File: config.mk
export PLATFORM = sky130hd
export DESIGN_NAME = sser_rx
export DESIGN_NICKNAME = d
export VERILOG_FILES = /design/src/rtl/sser_rx_pkg.sv /design/src/rtl/sser_rx_front.sv /design/src/rtl/sser_rx_sync.sv /design/src/rtl/sser_rx_pack.sv /design/src/rtl/sser_rx.sv
export SDC_FILE = /design/constraint.sdc
export NUM_CORES = 1
export LEC_CHECK = 0
export BUFFER_PORTS_ARGS = -buffer_cell sky130_fd_sc_hd__buf_2
export CORE_ASPECT_RATIO = 1.5
export CORE_UTILIZATION = 53
export DETAILED_ROUTE_END_ITERATION = 10
export PLACE_DENSITY = 0.75
export SYNTH_ARGS = -nofsm -noshare
export SYNTH_HDL_FRONTEND = slang
export SYNTH_HIERARCHICAL = 1
export SYNTH_SLANG_ARGS = --single-unit
File: constraint.sdc
create_clock -name clk -period 3.5 [get_ports clk]
set_input_delay 0.175 -clock clk [delete_from_list [all_inputs] [get_ports clk]]
set_output_delay 0.175 -clock clk [all_outputs]
set_load 0.02 [all_outputs]
File: src/rtl/sser_rx_pkg.sv
package sser_rx_pkg;
  typedef enum logic [1:0] {
    ST_IDLE = 2'd0,
    ST_SYNC = 2'd1,
    ST_DATA = 2'd2
  } rx_state_e;

  typedef enum logic [1:0] {
    XS_BYTE = 2'd0,
    XS_HALF = 2'd1,
    XS_WORD = 2'd2
  } xfer_size_e;
endpackage

File: src/rtl/sser_rx_front.sv
module sser_rx_front (
  input  logic clk,
  input  logic rst_n,
  input  logic loop_en,
  input  logic rx_d,
  input  logic rx_s,
  input  logic rx_c,
  input  logic tx_d,
  input  logic tx_s,
  input  logic tx_c,
  output logic bit_stb,
  output logic bit_d,
  output logic bit_s
);
  logic d_r, s_r, c_r, c_r2;

  always_ff @(posedge clk or negedge rst_n) begin
    if (!rst_n) begin
      d_r  <= 1'b0;
      s_r  <= 1'b0;
      c_r  <= 1'b0;
      c_r2 <= 1'b0;
    end else begin
      d_r  <= loop_en ? tx_d : rx_d;
      s_r  <= loop_en ? tx_s : rx_s;
      c_r  <= loop_en ? tx_c : rx_c;
      c_r2 <= c_r;
    end
  end

  assign bit_stb = c_r & ~c_r2;
  assign bit_d   = d_r;
  assign bit_s   = s_r;

  AST_STB_SINGLE: assert property (@(posedge clk) disable iff (!rst_n)
    bit_stb |=> !bit_stb);
endmodule

File: src/rtl/sser_rx_sync.sv
module sser_rx_sync #(
  parameter int SW = 16,
  localparam int SLW = $clog2(SW)
) (
  input  logic           clk,
  input  logic           rst_n,
  input  logic           clr,
  input  logic           shift,
  input  logic           load_first,
  input  logic           bit_s,
  input  logic [SLW-1:0] len_m1,
  input  logic [SW-1:0]  cmp0,
  input  logic [SW-1:0]  cmp1,
  output logic [SW-1:0]  win_shift,
  output logic [SW-1:0]  win_first,
  output logic           full_shift,
  output logic           full_first,
  output logic           match_shift
);
  logic [SW-1:0]  win;
  logic [SLW:0]   fill, fill_inc;
  logic [SW-1:0]  mask;
  logic [SW-1:0]  ones;

  assign ones      = '1;
  assign mask      = ones >> (SLW'(SW - 1) - len_m1);
  assign win_shift = {win[SW-2:0], bit_s} & mask;
  assign win_first = {{(SW-1){1'b0}}, bit_s};
  assign fill_inc  = (fill == (SLW+1)'(SW)) ? fill : fill + 1'b1;
  assign full_shift = fill_inc > {1'b0, len_m1};
  assign full_first = (len_m1 == '0);
  assign match_shift = full_shift &&
                       ((win_shift == (cmp0 & mask)) || (win_shift == (cmp1 & mask)));

  always_ff @(posedge clk or negedge rst_n) begin
    if (!rst_n) begin
      win  <= '0;
      fill <= '0;
    end else if (clr) begin
      win  <= '0;
      fill <= '0;
    end else if (load_first) begin
      win  <= win_first;
      fill <= (SLW+1)'(1);
    end else if (shift) begin
      win  <= win_shift;
      fill <= fill_inc;
    end
  end

  AST_FILL_RANGE: assert property (@(posedge clk) disable iff (!rst_n)
    fill <= (SLW+1)'(SW));
endmodule

File: src/rtl/sser_rx_pack.sv
module sser_rx_pack
  import sser_rx_pkg::*;
#(
  parameter int DW = 32,
  localparam int LW = $clog2(DW)
) (
  input  logic          clk,
  input  logic          rst_n,
  input  logic          bit_en,
  input  logic          bit_d,
  input  logic          msb_first,
  input  logic [LW-1:0] len_m1,
  input  logic          out_ready,
  output logic [DW-1:0] out_data,
  output logic          out_valid,
  output logic [1:0]    out_size,
  output logic          overrun,
  output logic          word_done
);
  logic [DW-1:0] acc, acc_next;
  logic [LW-1:0] bcnt;

  function automatic logic [1:0] size_code(input logic [LW-1:0] n);
    if (n <= LW'(7))       return XS_BYTE;
    else if (n <= LW'(15)) return XS_HALF;
    else                   return XS_WORD;
  endfunction

  always_comb begin
    if (msb_first) acc_next = {acc[DW-2:0], bit_d};
    else           acc_next = acc | (DW'(bit_d) << bcnt);
  end

  assign word_done = bit_en && (bcnt == len_m1);

  always_ff @(posedge clk or negedge rst_n) begin
    if (!rst_n) begin
      acc  <= '0;
      bcnt <= '0;
    end else if (bit_en) begin
      if (word_done) begin
        acc  <= '0;
        bcnt <= '0;
      end else begin
        acc  <= acc_next;
        bcnt <= bcnt + 1'b1;
      end
    end
  end

  always_ff @(posedge clk or negedge rst_n) begin
    if (!rst_n) begin
      out_data  <= '0;
      out_valid <= 1'b0;
      out_size  <= XS_BYTE;
      overrun   <= 1'b0;
    end else if (word_done) begin
      out_data  <= acc_next;
      out_valid <= 1'b1;
      out_size  <= size_code(len_m1);
      overrun   <= out_valid && !out_ready;
    end else begin
      overrun <= 1'b0;
      if (out_ready) out_valid <= 1'b0;
    end
  end

  AST_VALID_HOLD: assert property (@(posedge clk) disable iff (!rst_n)
    (out_valid && !out_ready) |=> out_valid);
  AST_OVR_CAUSE: assert property (@(posedge clk) disable iff (!rst_n)
    overrun |-> $past(out_valid && !out_ready));
  AST_UPPER_ZERO: assert property (@(posedge clk) disable iff (!rst_n)
    out_valid |-> (out_size == XS_WORD) ||
                  (out_size == XS_HALF && out_data[DW-1:16] == '0) ||
                  (out_size == XS_BYTE && out_data[DW-1:8] == '0));
  AST_BCNT_RANGE: assert property (@(posedge clk) disable iff (!rst_n)
    bit_en |-> bcnt <= len_m1);
endmodule

File: src/rtl/sser_rx.sv
module sser_rx
  import sser_rx_pkg::*;
#(
  parameter int DW  = 32,
  parameter int SW  = 16,
  parameter int NWW = 4,
  localparam int LW  = $clog2(DW),
  localparam int SLW = $clog2(SW)
) (
  input  logic            clk,
  input  logic            rst_n,
  input  logic            rx_data,
  input  logic            rx_sync,
  input  logic            rx_sclk,
  input  logic            tx_data,
  input  logic            tx_sync,
  input  logic            tx_sclk,
  input  logic            cfg_loop,
  input  logic            cfg_msb_first,
  input  logic            cfg_cmp_start,
  input  logic [LW-1:0]   cfg_bits_m1,
  input  logic [NWW-1:0]  cfg_words_m1,
  input  logic [SLW-1:0]  cfg_sync_m1,
  input  logic [SW-1:0]   cfg_cmp0,
  input  logic [SW-1:0]   cfg_cmp1,
  output logic [DW-1:0]   out_data,
  output logic            out_valid,
  input  logic            out_ready,
  output logic [1:0]      out_size,
  output logic            overrun,
  output logic [SW-1:0]   sync_data,
  output logic            busy,
  output logic            cfg_err
);
  rx_state_e state, state_n;

  logic           sh_loop, sh_msb, sh_cmp;
  logic [LW-1:0]  sh_bits_m1;
  logic [NWW-1:0] sh_words_m1;
  logic [SLW-1:0] sh_sync_m1;
  logic [SW-1:0]  sh_cmp0, sh_cmp1;
  logic [NWW-1:0] wcnt;

  logic bit_stb, bit_d, bit_s;
  logic sy_clr, sy_shift, sy_first, sy_cap;
  logic [SW-1:0] win_shift, win_first;
  logic full_shift, full_first, match_shift;
  logic bit_en, word_done;

  sser_rx_front i_front (
    .clk(clk), .rst_n(rst_n), .loop_en(sh_loop),
    .rx_d(rx_data), .rx_s(rx_sync), .rx_c(rx_sclk),
    .tx_d(tx_data), .tx_s(tx_sync), .tx_c(tx_sclk),
    .bit_stb(bit_stb), .bit_d(bit_d), .bit_s(bit_s)
  );

  sser_rx_sync #(.SW(SW)) i_sync (
    .clk(clk), .rst_n(rst_n), .clr(sy_clr), .shift(sy_shift),
    .load_first(sy_first), .bit_s(bit_s), .len_m1(sh_sync_m1),
    .cmp0(sh_cmp0), .cmp1(sh_cmp1),
    .win_shift(win_shift), .win_first(win_first),
    .full_shift(full_shift), .full_first(full_first),
    .match_shift(match_shift)
  );

  sser_rx_pack #(.DW(DW)) i_pack (
    .clk(clk), .rst_n(rst_n), .bit_en(bit_en), .bit_d(bit_d),
    .msb_first(sh_msb), .len_m1(sh_bits_m1), .out_ready(out_ready),
    .out_data(out_data), .out_valid(out_valid), .out_size(out_size),
    .overrun(overrun), .word_done(word_done)
  );

  assign cfg_err = (cfg_bits_m1 == '0);
  assign busy    = (state != ST_IDLE);

  always_comb begin
    state_n  = state;
    sy_clr   = 1'b0;
    sy_shift = 1'b0;
    sy_first = 1'b0;
    sy_cap   = 1'b0;
    bit_en   = 1'b0;
    unique case (state)
      ST_IDLE: begin
        if (bit_stb && sh_bits_m1 != '0) begin
          if (sh_cmp) begin
            sy_shift = 1'b1;
            if (match_shift) begin
              sy_cap  = 1'b1;
              state_n = ST_DATA;
            end
          end else if (bit_s) begin
            sy_first = 1'b1;
            if (full_first) begin
              sy_cap  = 1'b1;
              state_n = ST_DATA;
            end else begin
              state_n = ST_SYNC;
            end
          end
        end
      end
      ST_SYNC: begin
        if (bit_stb) begin
          sy_shift = 1'b1;
          if (full_shift) begin
            sy_cap  = 1'b1;
            state_n = ST_DATA;
          end
        end
      end
      ST_DATA: begin
        bit_en = bit_stb;
        if (word_done && wcnt == sh_words_m1) begin
          sy_clr  = 1'b1;
          state_n = ST_IDLE;
        end
      end
      default: state_n = ST_IDLE;
    endcase
  end

  always_ff @(posedge clk or negedge rst_n) begin
    if (!rst_n) begin
      state     <= ST_IDLE;
      wcnt      <= '0;
      sync_data <= '0;
    end else begin
      state <= state_n;
      if (sy_cap) sync_data <= sy_first ? win_first : win_shift;
      if (state == ST_DATA && word_done) begin
        if (wcnt == sh_words_m1) wcnt <= '0;
        else                     wcnt <= wcnt + 1'b1;
      end
    end
  end

  always_ff @(posedge clk or negedge rst_n) begin
    if (!rst_n) begin
      sh_loop     <= 1'b0;
      sh_msb      <= 1'b0;
      sh_cmp      <= 1'b0;
      sh_bits_m1  <= '0;
      sh_words_m1 <= '0;
      sh_sync_m1  <= '0;
      sh_cmp0     <= '0;
      sh_cmp1     <= '0;
    end else if (state == ST_IDLE && state_n == ST_IDLE) begin
      sh_loop     <= cfg_loop;
      sh_msb      <= cfg_msb_first;
      sh_cmp      <= cfg_cmp_start;
      sh_bits_m1  <= cfg_bits_m1;
      sh_words_m1 <= cfg_words_m1;
      sh_sync_m1  <= cfg_sync_m1;
      sh_cmp0     <= cfg_cmp0;
      sh_cmp1     <= cfg_cmp1;
    end
  end

  AST_ILLEGAL_IDLE: assert property (@(posedge clk) disable iff (!rst_n)
    (state == ST_IDLE && sh_bits_m1 == '0) |=> state == ST_IDLE);
  AST_WORD_IN_FRAME: assert property (@(posedge clk) disable iff (!rst_n)
    $rose(out_valid) |-> $past(state == ST_DATA));
  AST_CFG_FROZEN: assert property (@(posedge clk) disable iff (!rst_n)
    (state == ST_DATA && $past(state) == ST_DATA) |-> $stable(sh_bits_m1));
endmodule

---- Word level (Yosys, flattened, before mapping) ----
Index checks and enable logic that the tools add are counted.
cells by class
  magnitude comparators ................... 3
  reduce and logical (&&, ||, !) cells .... 17
  equality and inequality tests ........... 7
  shifts and indexed selects .............. 2
  mux-type cells .......................... 48
  add/subtract/negate cells ............... 4
  bitwise logic cells ..................... 6
operators with widths
  kind                                                 count
  2-to-1 mux 32 bit                                    2
  AND 16 bit                                           3
  2-to-1 mux 15 bit                                    3
  equality test 16 bit                                 2
  OR 32 bit                                            1
  << shifter 1 x 5 -> 32 bit                           1
  2-to-1 mux 5 bit                                     5
  2-to-1 mux 1 bit                                     23
  2-to-1 mux 2 bit                                     10
  2-to-1 mux 16 bit                                    1
  >> shifter 16 x 4 -> 16 bit, first input constant    1
  adder 5 x 1 -> 5 bit, second input constant          2
  logical AND 1 bit                                    7
  one-hot mux 2 bit (3 select lines)                   1
  equality test 5 bit                                  1
  equality test 5 bit, second input constant           1
  > comparator 5 x 4 -> 1 bit                          1
  <= comparator 5 x 3 -> 1 bit, second input constant  1
  <= comparator 5 x 4 -> 1 bit, second input constant  1
  zero test 5 bit                                      1
  nonzero test 5 bit                                   1
  adder 4 x 1 -> 4 bit, second input constant          1
  equality test 4 bit                                  1
  zero test 2 bit                                      2
  12 further kinds                                     14
word-level totals
  input port bits ......................... 57
  flip-flop bits (word level) ............. 167
  output and inout bits ................... 54

---- Longest topological paths before layout ----
  depth after elaboration ................. 12
  depth in mapped cells ................... 15
  depth with buffers taken out ............ 14

---- By module ----
The synthesis kept the hierarchy.
modules (own cells, without submodules)
  module         area each (µm²)  instances  cells an instance
  sser_rx_pack   3514.6           1          335
  sser_rx        3062.9           1          205
  sser_rx_sync   1921.8           1          220
  sser_rx_front  140.1            1          8

---- Worst setup path after synthesis ----
No wires, ideal clock.
  kind .................................... register to register
  start point ............................. register i_sync.fill[0]
  end point ............................... register sync_data[10]
  path slack .............................. 266 ps
  clock period less this slack ............ 3234 ps
  setup time .............................. 125 ps
  stages on the path, launching flop included .. 16
  data required time ...................... 3375 ps
  data arrival time ....................... 3109 ps
  path through ............................ dfrtp_1 > inv_1 > ha_1 > and4bb_2 > xnor2_1 > ha_1 > nor2b_1 > o21a_1 > o21a_1 > o21ai_0 > a22oi_2 > mux2_2 > o22ai_1 > o41ai_4 > buf_2 > mux2_2
between the ends
  longest elaborated chain between the ends .. 8
  elaborated cells on any way between the ends .. 11
  those cells by class .................... add/sub: 1; order compare: 1; eq/ne: 1; mux: 7; reduce/logical: 1
RTL lines
  what                                                                line                RTL
  start: declaration                                                  sser_rx_sync.sv:21  logic [SLW:0] fill, fill_inc;
  start signal: assignment                                            sser_rx_sync.sv:44  fill <= (SLW+1)'(1);
  start signal: assignment                                            sser_rx_sync.sv:47  fill <= fill_inc;
  adder 5 x 1 -> 5 bit / equality test 5 bit (equally long branches)  sser_rx_sync.sv:29  assign fill_inc = (fill == (SLW+1)'(SW)) ? fill : fill + 1'b1;
  2-to-1 mux 5 bit *                                                  sser_rx_sync.sv:29
  > comparator 5 x 4 -> 1 bit *                                       sser_rx_sync.sv:30  assign full_shift = fill_inc > {1'b0, len_m1};
  logical AND 1 bit *                                                 sser_rx_sync.sv:32  assign match_shift = full_shift &&
  named net match_shift                                               sser_rx.sv:47       logic full_shift, full_first, match_shift;
  2-to-1 mux 1 bit *                                                  sser_rx.sv:88       if (match_shift) begin
  2-to-1 mux 1 bit *                                                  sser_rx.sv:86       if (sh_cmp) begin
  2-to-1 mux 1 bit *                                                  sser_rx.sv:85       if (bit_stb && sh_bits_m1 != '0) begin
  one-hot mux 1 bit (2 select lines) *                                sser_rx.sv:83       unique case (state)
  end signal: assignment                                              sser_rx.sv:130      if (sy_cap) sync_data <= sy_first ? win_first : win_shift;
  end: declaration                                                    sser_rx.sv:31       output logic [SW-1:0] sync_data,
The timed path passes the listed nets; every way through them passes the cells marked *.
A chain may end at the register's enable or synchronous reset.

---- Final worst setup path ----
  start point ............................. register i_sync.fill[0]
  end point ............................... register sh_cmp1[2]
between the ends
  longest elaborated chain between the ends .. 10
  elaborated cells on any way between the ends .. 13
  those cells by class .................... add/sub: 1; order compare: 1; eq/ne: 1; mux: 7; reduce/logical: 3
RTL lines
  what                                                                line                RTL
  adder 5 x 1 -> 5 bit / equality test 5 bit (equally long branches)  sser_rx_sync.sv:29
  2-to-1 mux 5 bit *                                                  sser_rx_sync.sv:29
  > comparator 5 x 4 -> 1 bit *                                       sser_rx_sync.sv:30
  logical AND 1 bit *                                                 sser_rx_sync.sv:32
  named net match_shift                                               sser_rx.sv:47
  2-to-1 mux 2 bit *                                                  sser_rx.sv:88
  2-to-1 mux 2 bit *                                                  sser_rx.sv:86
  2-to-1 mux 2 bit *                                                  sser_rx.sv:85
  one-hot mux 2 bit (3 select lines) *                                sser_rx.sv:83
  zero test 2 bit *                                                   sser_rx.sv:148      end else if (state == ST_IDLE && state_n == ST_IDLE) begin
  logical AND 1 bit *                                                 sser_rx.sv:148
  end signal: assignment                                              sser_rx.sv:156      sh_cmp1 <= cfg_cmp1;
  end: declaration                                                    sser_rx.sv:41       logic [SW-1:0] sh_cmp0, sh_cmp1;
Marks and branches as above.

==> flow_summary.yaml <==
clock_tree:
  root_buffer: "clkbuf_16"
  clock_path_buffers: 2
  clk_transition_reported_paths_ns: 0.07
  cts.sinks: 167
  clock_latency_ns: 0.43
  htreeDepth: 4
  numCtsBuffers: 17
  cts_tree: "yes"
pwr:
  clockPowerShare_pct: 25.2
  switchingPower_uw: 2987
  p_leak_uw: 0.004795
  ir_drop_uv: 399.8
  comb_power_share_pct: 37.1
  powerDensity_nw_per_um2: 773.3
  p_int_uw: 5102
  p_seq_share_pct: 37.6
  power.total_uw: 8089
  swShare_pct: 36.92
timing:
  setup-violations-final: 0
  maxSlewHeadroom_pct: 26.64
  finalCriticalPeriod_ns: 3.339
  tns_ns: 0
  holdWs_ns: 0.01303
  skew_ns: 0.009876
  fin_crit_sh_pct: 95.41
  worstMarginPinSlew_ns: 1.100
  hold_viol_final: 0
  rsz0062_at_grt: "no"
  fmax_mhz: 299.4
  finalMaxSlewViolations: 0
place:
  globalplace.congestion: 0.9296
  port_buffers: 110
  dp.cells: 1047
  dp_hpwl_um: 12940
  dpl_cell_area_um2: 9240
grt:
  grt_pass1_vias: 6408
  globalRouteOverflowTotal: 0
  antenna_found_initial: 0
  grt_pass1_wl_um: 31790
  grt_max_degree: 84
  track_usage_pct: 24.48
yosys:
  ys.flop_type: "dfrtp_1"
  yosysMostFrequentCell: "dfrtp_1"
  synth_common_cells: "167 x dfrtp_1, 91 x mux2_2, 75 x nand2_1"
  synth.area.top_cells: "dfrtp_1 48%, mux2_2 12%, mux2_1 3.5%"
  synth_area_per_cell_um2: 11.25
  async_flop_share_pct: 100.0
  seq_area_frac_synth_pct: 48.37
  synth_area_leader_cell: "dfrtp_1"
  synth.distinct_cells: 72
  syn_area_um2: 8640
  synthCells: 768
  ys_warn_count: 6
  ys_ff_latch: 167
  netlist.area_leader.share_pct: 48.37
  synth-edff-count: 0
finish:
  nets: 984
  finalNonFillerCells: 1135
  drive_above_1_share_pct: 30.15
  synthToLayoutAreaGrowth_pct: 21.07
  final_area_um2: 10460
  num_antenna_cells: 0
worst_hold_path:
  hold_class: "in -> reg"
  min_from: "rx_sync"
flow_run:
  maxCapViolCount: 0
floorplan:
  core_area_um2: 15770
  chipWidth_um: 106.2
  dieArea_um2: 16830
  start_util_pct: 54.80
  fp-row-count: 56
  die_height_um: 158.4
  ioPinCount: 111
worst_setup_path:
  crit_start: "i_sync/fill[0]$_DFFE_PN0P_"
  worstPathRequired_ns: 3.81
  endpoint: "sh_cmp1[2]$_DFFE_PN0P_"
  worstReg2RegEnd: "sh_cmp1[2]$_DFFE_PN0P_"
  worstReg2RegStart: "i_sync/fill[0]$_DFFE_PN0P_"
  reg2reg_slack_ns: 0.16
  worstSetupPathType: "reg -> reg"
  cp_max_fo: 19
  cp.arrival_ns: 3.65
  rr_worst_depth: 15
  cp-end-kind: "register"
  worst_setup_path_start_kind: "register"
outcome:
  outcome: "complete, no violations"
routing:
  ant_nets: 0
  vias: 6319
  drc_errors: 0
  first_iter_violations: 288
  finalWirelength_um: 19960
  vias_per_cell: 5.567
  wl_per_cell_um: 17.59
  drtPass1Iterations: 5
routing by layer:
| layer | routed length (µm) | vias up | GRT usage (%) |
|---|---|---|---|
| li1 | - | 3002 | - |
| met1 | 7990 | 3093 | 28.47 |
| met2 | 10560 | 182 | 43.51 |
| met3 | 861 | 42 | 4.666 |
| met4 | 548 | 0 | 11.24 |
| met5 | 0 | - | 0 |
area by class of cell:
cell class              count  area, µm²
multi-input cells         498       3891
fillers                  1180       5305
flip-flops and latches    167       4182
well taps                 203      254.0
clock inverters            15      215.2
clock buffers              17      425.4
repair buffers            184       1301
inverters                  51      191.4
how the worst min path moves through the flow:
| stage | slack [ns] | cells past startpoint | to |
|---|---|---|---|
| floorplan | -0.12 | 0 | i_front/bit_d$_DFF_PN0_ |
| finish | 0.01 | 2 | i_front/bit_s$_DFF_PN0_ |
| CTS | 0.0003 | 2 | i_front/bit_s$_DFF_PN0_ |
| detailed placement | 0.27 | 1 | sh_cmp0[9]$_DFFE_PN0P_ |
| global route | 0.004 | 2 | i_front/bit_s$_DFF_PN0_ |
| global placement | 0.28 | 1 | sh_cmp0[9]$_DFFE_PN0P_ |
sequential cells by signal, summed over array words and instances, names as in the netlist, 2 cells and up:
name             count
i_pack/acc          32
i_pack/out_data     32
sh_cmp0             16
sh_cmp1             16
sync_data           16
i_sync/win          15
i_pack/bcnt          5
i_sync/fill          5
sh_bits_m1           5
sh_sync_m1           4
sh_words_m1          4
wcnt                 4
i_pack/out_size      2
state                2
layout by cell type, fill, tap and decap left out, types with 11 or more instances in the layout:
cell type      synthesis  routed
dfrtp_1              167     165
conb_1                 1      15
a21oi_1               11      11
mux2_2                91      91
buf_4                 21      17
buf_2                 11     109
o22ai_1               37      37
mux2i_1               15      15
xnor2_1               32      32
o221ai_1              33      33
xor2_1                12      12
dlygate4sd3_1          0      52
inv_1                 50      50
mux2_1                27      27
clkbuf_16              0      18
nor2_1                33      31
nand2_1               75      75
power by group through the flow:
stage	registers (µW)	logic (µW)	clock network [µW]
2_1_floorplan	2830	2310	0
3_3_place_gp	3040	2720	0
3_5_place_dp	3060	2770	0
4_1_cts	3030	2860	2080
5_1_grt	3120	3230	2150
6_report	3040	3010	2040
worst max-delay path: stages, from the launching register on:
cell	delay (ns)
dfrtp_1	0.39
inv_1	0.12
ha_1	0.16
and4bb_2	0.28
xnor2_1	0.14
ha_1	0.17
nor2b_1	0.05
o21a_1	0.16
o21a_1	0.17
o21ai_2	0.14
a22oi_2	0.10
mux2_2	0.31
a311oi_4	0.30
buf_4	0.18
buf_12	0.16
mux2_1	0.36
logic make-up (layout without fill, tap and decap cells):
group	count (synthesis)	in the layout	share of synthesized area [%]
AOI/OAI and AO/OA	119	119	10.66
xor gates and xnor gates	44	44	4.461
adders and majority gates	8	8	1.159
buffers and inverters	117	267	7.458
DFF	167	167	48.37
muxes	133	133	17.12
other	1	15	0.04341
and+or+nand+nor	179	179	10.73
stage by stage:
| step | setup slack, ns | utilization, % |
|---|---|---|
| 2_1_floorplan | 0.2662 | - |
| 3_3_place_gp | 0.1885 | 58.61 |
| 3_5_place_dp | 0.08130 | 58.61 |
| 4_1_cts | 0.03432 | 65.98 |
| 5_1_grt | 0.01804 | 66.35 |
| 6_report | 0.1605 | 66.35 |
repair_timing:
item	in CTS	in global routing
endpoints found under the setup margin	0	56
setup buffers	0	3
hold buffers	52	0
resized for setup	0	5
hold endpoints to repair	130	0
Note: power is estimated with default switching activity, not from simulation.
